--- config.mk ---
export PLATFORM = sky130hd
export DESIGN_NAME = rx_err_fifo
export DESIGN_NICKNAME = d
export VERILOG_FILES = /design/src/rtl/rxq_pkg.sv /design/src/rtl/rxq_store.sv /design/src/rtl/rxq_status.sv /design/src/rtl/rx_err_fifo.sv
export SDC_FILE = /design/constraint.sdc
export NUM_CORES = 1
export LEC_CHECK = 0
export ABC_AREA = 1
export CAP_MARGIN = 15
export CORE_MARGIN = 5
export CORE_UTILIZATION = 69
export CTS_BUF_LIST = sky130_fd_sc_hd__clkbuf_4
export DETAILED_ROUTE_END_ITERATION = 12
export PLACE_DENSITY = 0.92
export SLEW_MARGIN = 20
export SYNTH_ARGS = -nofsm -noshare
export SYNTH_HDL_FRONTEND = slang
export SYNTH_HIERARCHICAL = 1
export SYNTH_SLANG_ARGS = --single-unit
--- constraint.sdc ---
create_clock -name clk -period 9.4 [get_ports clk]
set_input_delay 1.88 -clock clk [delete_from_list [all_inputs] [get_ports clk]]
set_output_delay 1.88 -clock clk [all_outputs]
set_load 0.05 [all_outputs]
--- src/rtl/rxq_pkg.sv ---
package rxq_pkg;

  // Tag bits stored alongside every character; brk sits in the MSB.
  typedef struct packed {
    logic brk;
    logic ferr;
    logic perr;
  } rxq_tags_t;

  localparam int TAG_W = 3;

  // Status word bit positions (decoded by software, so fixed).
  localparam int ST_READY = 0;
  localparam int ST_OVR   = 1;
  localparam int ST_PAR   = 2;
  localparam int ST_FRM   = 3;
  localparam int ST_BRK   = 4;
  localparam int ST_ANY   = 7;

endpackage

--- src/rtl/rxq_store.sv ---
module rxq_store #(
  parameter int DEPTH  = 16,
  parameter int DATA_W = 8
) (
  input  logic                            clk,
  input  logic                            rst_n,
  input  logic                            clr,
  input  logic                            wr,
  input  logic                            rd,
  input  logic                            ovw,
  input  logic [DATA_W+rxq_pkg::TAG_W-1:0] wentry,
  output logic [DATA_W+rxq_pkg::TAG_W-1:0] head,
  output logic [DATA_W+rxq_pkg::TAG_W-1:0] nxt,
  output logic [$clog2(DEPTH+1)-1:0]       count
);

  localparam int AW = (DEPTH > 1) ? $clog2(DEPTH) : 1;
  localparam int CW = $clog2(DEPTH + 1);
  localparam int EW = DATA_W + rxq_pkg::TAG_W;
  localparam logic [AW-1:0] LAST = AW'(DEPTH - 1);

  logic [EW-1:0] mem [DEPTH];
  logic [AW-1:0] rd_ptr, rd_ptr_nx, wr_ptr, wr_ptr_nx, rd_inc;
  logic [CW-1:0] cnt_nx;
  logic          ptr_en;

  function automatic logic [AW-1:0] bump(input logic [AW-1:0] p);
    return (p == LAST) ? '0 : p + AW'(1);
  endfunction

  assign rd_inc = bump(rd_ptr);

  always_comb begin
    rd_ptr_nx = rd_ptr;
    wr_ptr_nx = wr_ptr;
    cnt_nx    = count;
    if (clr) begin
      rd_ptr_nx = '0;
      wr_ptr_nx = '0;
      cnt_nx    = '0;
    end else begin
      if (rd) rd_ptr_nx = rd_inc;
      if (wr) wr_ptr_nx = bump(wr_ptr);
      case ({wr, rd})
        2'b10:   cnt_nx = count + CW'(1);
        2'b01:   cnt_nx = count - CW'(1);
        default: cnt_nx = count;
      endcase
    end
  end

  assign ptr_en = clr | wr | rd;

  always_ff @(posedge clk or negedge rst_n) begin
    if (!rst_n) begin
      rd_ptr <= '0;
      wr_ptr <= '0;
      count  <= '0;
    end else if (ptr_en) begin
      rd_ptr <= rd_ptr_nx;
      wr_ptr <= wr_ptr_nx;
      count  <= cnt_nx;
    end
  end

  // Storage array: no reset, written only under an explicit enable.
  always_ff @(posedge clk) begin
    if (wr && !clr) begin
      mem[wr_ptr] <= wentry;
    end else if (ovw && !clr) begin
      mem[rd_ptr] <= wentry;
    end
  end

  assign head = mem[rd_ptr];
  assign nxt  = mem[rd_inc];

endmodule

--- src/rtl/rxq_status.sv ---
module rxq_status #(
  parameter int CW = 5
) (
  input  logic                          clk,
  input  logic                          rst_n,
  input  logic                          clr,
  input  logic                          lsr_rd,
  input  logic                          set_ovr,
  input  logic                          head_new,
  input  logic [rxq_pkg::TAG_W-1:0]     new_tags,
  input  logic                          inc,
  input  logic                          dec,
  output logic                          ovr,
  output logic [rxq_pkg::TAG_W-1:0]     sticky,
  output logic                          err_any
);

  logic [CW-1:0] err_cnt, err_cnt_nx;
  logic          ovr_nx;
  logic          cnt_en;

  // One sticky bit per tag: set by a new head carrying it, cleared by a
  // status read; setting wins over clearing.
  for (genvar g = 0; g < rxq_pkg::TAG_W; g++) begin : g_tag
    logic bit_nx;
    always_comb begin
      bit_nx = sticky[g];
      if (lsr_rd)                 bit_nx = 1'b0;
      if (head_new && new_tags[g]) bit_nx = 1'b1;
    end
    always_ff @(posedge clk or negedge rst_n) begin
      if (!rst_n) sticky[g] <= 1'b0;
      else        sticky[g] <= bit_nx;
    end
  end

  always_comb begin
    ovr_nx = ovr;
    if (lsr_rd)  ovr_nx = 1'b0;
    if (set_ovr) ovr_nx = 1'b1;
  end

  always_comb begin
    err_cnt_nx = err_cnt;
    if (clr) begin
      err_cnt_nx = '0;
    end else begin
      case ({inc, dec})
        2'b10:   err_cnt_nx = err_cnt + CW'(1);
        2'b01:   err_cnt_nx = err_cnt - CW'(1);
        default: err_cnt_nx = err_cnt;
      endcase
    end
  end

  assign cnt_en = clr | inc | dec;

  always_ff @(posedge clk or negedge rst_n) begin
    if (!rst_n) begin
      ovr     <= 1'b0;
      err_cnt <= '0;
    end else begin
      ovr <= ovr_nx;
      if (cnt_en) err_cnt <= err_cnt_nx;
    end
  end

  assign err_any = (err_cnt != '0);

endmodule

--- src/rtl/rx_err_fifo.sv ---
module rx_err_fifo #(
  parameter int DEPTH  = 16,
  parameter int DATA_W = 8
) (
  input  logic              clk,
  input  logic              rst_n,
  input  logic              fifo_en,
  input  logic              push_valid,
  input  logic [DATA_W-1:0] push_data,
  input  logic              push_perr,
  input  logic              push_ferr,
  input  logic              push_brk,
  input  logic              rbr_rd,
  input  logic              lsr_rd,
  output logic [DATA_W-1:0] head_data,
  output logic [7:0]        lsr,
  output logic              lsi_req
);

  import rxq_pkg::*;

  localparam int CW = $clog2(DEPTH + 1);
  localparam int EW = DATA_W + TAG_W;

  logic          en_q, mode_chg;
  logic [CW-1:0] count, cap;
  logic [EW-1:0] head, nxt, wentry;
  logic          empty, full, pop, pv, acc, ovr_ev, ovw, head_new;
  rxq_tags_t     in_tags, head_tags, nxt_tags, new_tags;
  logic          inc, dec;
  logic          ovr;
  logic [TAG_W-1:0] sticky;
  logic          err_any;

  always_ff @(posedge clk or negedge rst_n) begin
    if (!rst_n) en_q <= 1'b0;
    else        en_q <= fifo_en;
  end

  assign mode_chg = fifo_en ^ en_q;
  assign cap      = fifo_en ? CW'(DEPTH) : CW'(1);
  assign in_tags  = '{brk: push_brk, ferr: push_ferr, perr: push_perr};
  assign wentry   = {in_tags, push_data};
  assign head_tags = head[EW-1 -: TAG_W];
  assign nxt_tags  = nxt[EW-1 -: TAG_W];

  always_comb begin
    empty  = (count == '0);
    full   = (count >= cap);
    pop    = rbr_rd & ~empty & ~mode_chg;
    pv     = push_valid & ~mode_chg;
    acc    = pv & (~full | pop);
    ovr_ev = pv & full & ~pop;
    ovw    = ovr_ev & ~fifo_en;
    head_new = (acc & (empty | (pop & (count == CW'(1)))))
             | (pop & (count > CW'(1)))
             | ovw;
    new_tags = (pop && count > CW'(1)) ? nxt_tags : in_tags;
    inc = (acc | ovw) & (|in_tags);
    dec = (pop | ovw) & (|head_tags);
  end

  rxq_store #(.DEPTH(DEPTH), .DATA_W(DATA_W)) u_store (
    .clk    (clk),
    .rst_n  (rst_n),
    .clr    (mode_chg),
    .wr     (acc),
    .rd     (pop),
    .ovw    (ovw),
    .wentry (wentry),
    .head   (head),
    .nxt    (nxt),
    .count  (count)
  );

  rxq_status #(.CW(CW)) u_status (
    .clk      (clk),
    .rst_n    (rst_n),
    .clr      (mode_chg),
    .lsr_rd   (lsr_rd),
    .set_ovr  (ovr_ev),
    .head_new (head_new),
    .new_tags (new_tags),
    .inc      (inc),
    .dec      (dec),
    .ovr      (ovr),
    .sticky   (sticky),
    .err_any  (err_any)
  );

  always_comb begin
    lsr           = '0;
    lsr[ST_READY] = ~empty;
    lsr[ST_OVR]   = ovr;
    lsr[ST_PAR]   = sticky[0];
    lsr[ST_FRM]   = sticky[1];
    lsr[ST_BRK]   = sticky[2];
    lsr[ST_ANY]   = fifo_en & err_any;
  end

  assign head_data = empty ? '0 : head[DATA_W-1:0];
  assign lsi_req   = ovr | (|sticky);

endmodule

==> key figures <==
Pwr
  • LEAKAGE: 4.07 nW
  • Pwr per Cell Area: roughly 230 nW/µm²
  • Maximum ir drop on the vdd rail: 0.000254 V

Run status
  • Result of the run: complete, no violations

Yosys
  • Average size of a mapped cell: between 9 and 10 µm²
  • Count of synthesis-stage warnings from yosys: 6
  • Gate Count Post-Synth: 1004
  • Cell Area, Synth: 9730 µm²

Placement
  • Placement Setup Slack: 3.67 ns
  • DP HPWL: about 15000 µm
  • Final weighted congestion in routability-driven placement: 0.947
  • Number of input and output port buffers inserted: 31

Setup path
  • Largest stage delay on the critical path: 0.82 ns
  • First element of the critical path: u_store/rd_ptr[0]
  • Peak fanout along the critical path: 107
  • Library cell contributing the largest single delay on the critical path: sky130_fd_sc_hd__clkdlybuf4s50_1
  • Required time of the critical path: 7.52 ns
  • Setup CP Type: reg -> out
  • Setup slack of the most critical reg-to-reg path: 5.39 ns
  • Arrival time reported for the critical path endpoint: 4.21 ns
  • Worst Reg2Reg Path Length in Cells: 19
  • Combined buffer and inverter count along the critical path: 4
  • Total number of cells along the worst setup path: 10
  • Type of element launching the critical path: flop
  • Kind of cell with the highest combined delay on the critical path: buffers and inverters
  • Type of destination of the critical path: output port
  • Cell-by-cell trace of the critical path: buf_4, inv_4, a21oi_1, o21ai_0, nand3_1, nand3_1, nand2_1, nand2_1, inv_1, clkdlybuf4s50_1
  • Launching point of the worst reg2reg path: u_store/rd_ptr[0]

STA
  • Final Max Slew Viols: 0
  • Final Cycle Share: 0.648
  • Final worst slack: 3.31 ns
  • Transition time at the pin with the least slew margin: ~1.1 ns
  • Clock skew after layout: 0.0229 ns
  • Setup violators final: 0
  • Achievable Freq: 164 MHz
  • Minimum clock period after layout: 6.09 ns
  • Relative slew margins: 0.248
  • Total negative setup slack: 0 ns
  • RSZ-0062 raised after global routing: no
  • Final Hold Violating Endpoints: 0

Clock tree
  • CTS Sinks: 199
  • Post-CTS repair timing setup buffer count: 0
  • Clock H-tree levels: 4
  • Hold bufs inserted after CTS: 0
  • TritonCTS buffer count: 17
  • Clk root buf: sky130_fd_sc_hd__clkbuf_4
  • Worst-path clk slew: ~0.15 ns
  • Clk Latency, worst-skew pair: 0.58 ns
  • Number of gates resized after CTS: 0
  • TritonCTS clock tree: done
  • Deepest clock path buffer count: 2

Floorplan
  • Die area: 16600 µm²
  • Core Area: about 14000 µm²
  • I/O pins: 34
  • Initial cell density of the core: 0.701
  • Die Span X: 129 µm
  • Cell Rows: 43
  • Chip Height: 129 µm

Min path
  • Type of the tightest min-delay check: reg -> reg
  • Startpoint of the most critical hold path: u_status/err_cnt[3]
  • Count of cells along the worst hold path: 2

Route
  • Average detailed-routed wire length per instance: ~20 µm
  • DRC viols: 0
  • Number of vias per cell after detailed routing: 6.29
  • Violation count after the first detailed-routing iteration: between 1000 and 1500
  • Routed WL: 23700 µm
  • Routed Antenna Nets: 0
  • Router iterations before antenna repair: 6
  • Vias post-DR: 7356

GRT
  • Vias in the first global route: 6745
  • Routing usage on met3: 0.0677
  • Most Used Layer, Global Route: met2
  • Maximum number of pins on one net before global-route repair: 108
  • Number of antenna violations at the first check in global routing: 1
  • Global Route met2 Usage: 0.476
  • Met1 Track Usage GR: 0.383
  • Total Routing Usage GR: 0.294
  • Wire length of the first global-routing pass: 36600 µm
  • Remaining global-route overflow: 0

Cells and area
  • Final standard cell utilization of the core: 0.736
  • Fraction of final layout cells sized beyond drive strength 1: 0.0728
  • Area growth from synthesis to layout: 4.99%
  • Fill cell total of the finished layout: 919
  • Net total in the final layout: between 1000 and 1500

Job
  • # Max-Cap Violations: 0
## registers in the layout, summed over array words and instances, names as in the netlist
register / cells
u_status/ovr: 1
u_store/mem: 176
u_store/count: 5
u_status/sticky: 3
u_store/wr_ptr: 4
u_status/err_cnt: 5
u_store/rd_ptr: 4
en_q: 1
## cell type report
| type | count | area, µm² | share of cell area |
|---|---|---|---|
| flip-flops and latches | 199 | 5860 | 0.574 |
| multi-input cells | 568 | 2910 | 0.285 |
| inverters | 156 | 588 | 0.0576 |
| repair buffers | 34 | 328 | 0.0321 |
| well taps | 180 | 225 | 0.0220 |
| clock inverters | 14 | 163 | 0.0159 |
| clock buffers | 18 | 135 | 0.0132 |
| diodes | 1 | 2.50 | 0.000245 |
## final timing paths
path                                  endpoint
min in group asynchronous   u_status/sticky[2]
hold / removal             u_status/err_cnt[3]
setup / recovery                  head_data[7]
hold reg to reg            u_status/err_cnt[3]
setup reg to reg           u_status/err_cnt[4]
max in group asynchronous    u_store/rd_ptr[0]
## stage by stage
| step | area (µm²) | hold slack, ns | power, mW | cells |
|---|---|---|---|---|
| 2_1_floorplan | 9740 | 0.478 | 1.70 | 1005 |
| 3_3_place_gp | 9920 | 0.501 | 1.88 | 1137 |
| 3_5_place_dp | 9920 | 0.510 | 1.91 | 1137 |
| 4_1_cts | 10200 | 0.550 | 2.37 | 1169 |
| 5_1_grt | 10200 | 0.592 | 2.50 | 1170 |
| 6_report | 10200 | 0.549 | 2.39 | 1170 |
## report_power, final
group	internal, mW	switching (mW)	total [mW]
Sequential	1.00	0.0325	1.04
Combinational	0.249	0.635	0.884
Clock	0.169	0.301	0.470
## cell usage in the layout, fill, tap and decap left out, types with 5 or more instances in the layout
| master | instances |
|---|---|
| sky130_fd_sc_hd__edfxtp_1 | 176 |
| sky130_fd_sc_hd__inv_1 | 151 |
| sky130_fd_sc_hd__clkbuf_4 | 18 |
| sky130_fd_sc_hd__dfrtp_1 | 21 |
| sky130_fd_sc_hd__nor2_1 | 40 |
| sky130_fd_sc_hd__a21oi_1 | 77 |
| sky130_fd_sc_hd__nand3_1 | 142 |
| sky130_fd_sc_hd__nand2_1 | 129 |
| sky130_fd_sc_hd__ha_1 | 8 |
| sky130_fd_sc_hd__o21ai_0 | 104 |
| sky130_fd_sc_hd__clkdlybuf4s50_1 | 30 |
| sky130_fd_sc_hd__o211ai_1 | 15 |
| sky130_fd_sc_hd__nand2_2 | 5 |
| sky130_fd_sc_hd__o22ai_1 | 5 |
## worst register-to-register path: cells and delay by family, from the launching register on
kind / cells / cell delay, ns
compound gates: 2 / 0.65
fa+ha+maj: 1 / 0.17
simple gates: 12 / 1.27
buf+inv: 4 / 1.48
flops: 1 / 0.38
## per-layer routing
| layer | vias up | share of wire |
|---|---|---|
| met2 | 573 | 0.47 |
| met5 | - | 0 |
| met3 | 87 | 0.13 |
| li1 | 3325 | - |
| met1 | 3371 | 0.35 |
| met4 | 0 | 0.045 |
No activity file was read; power rests on OpenSTA's default activity.
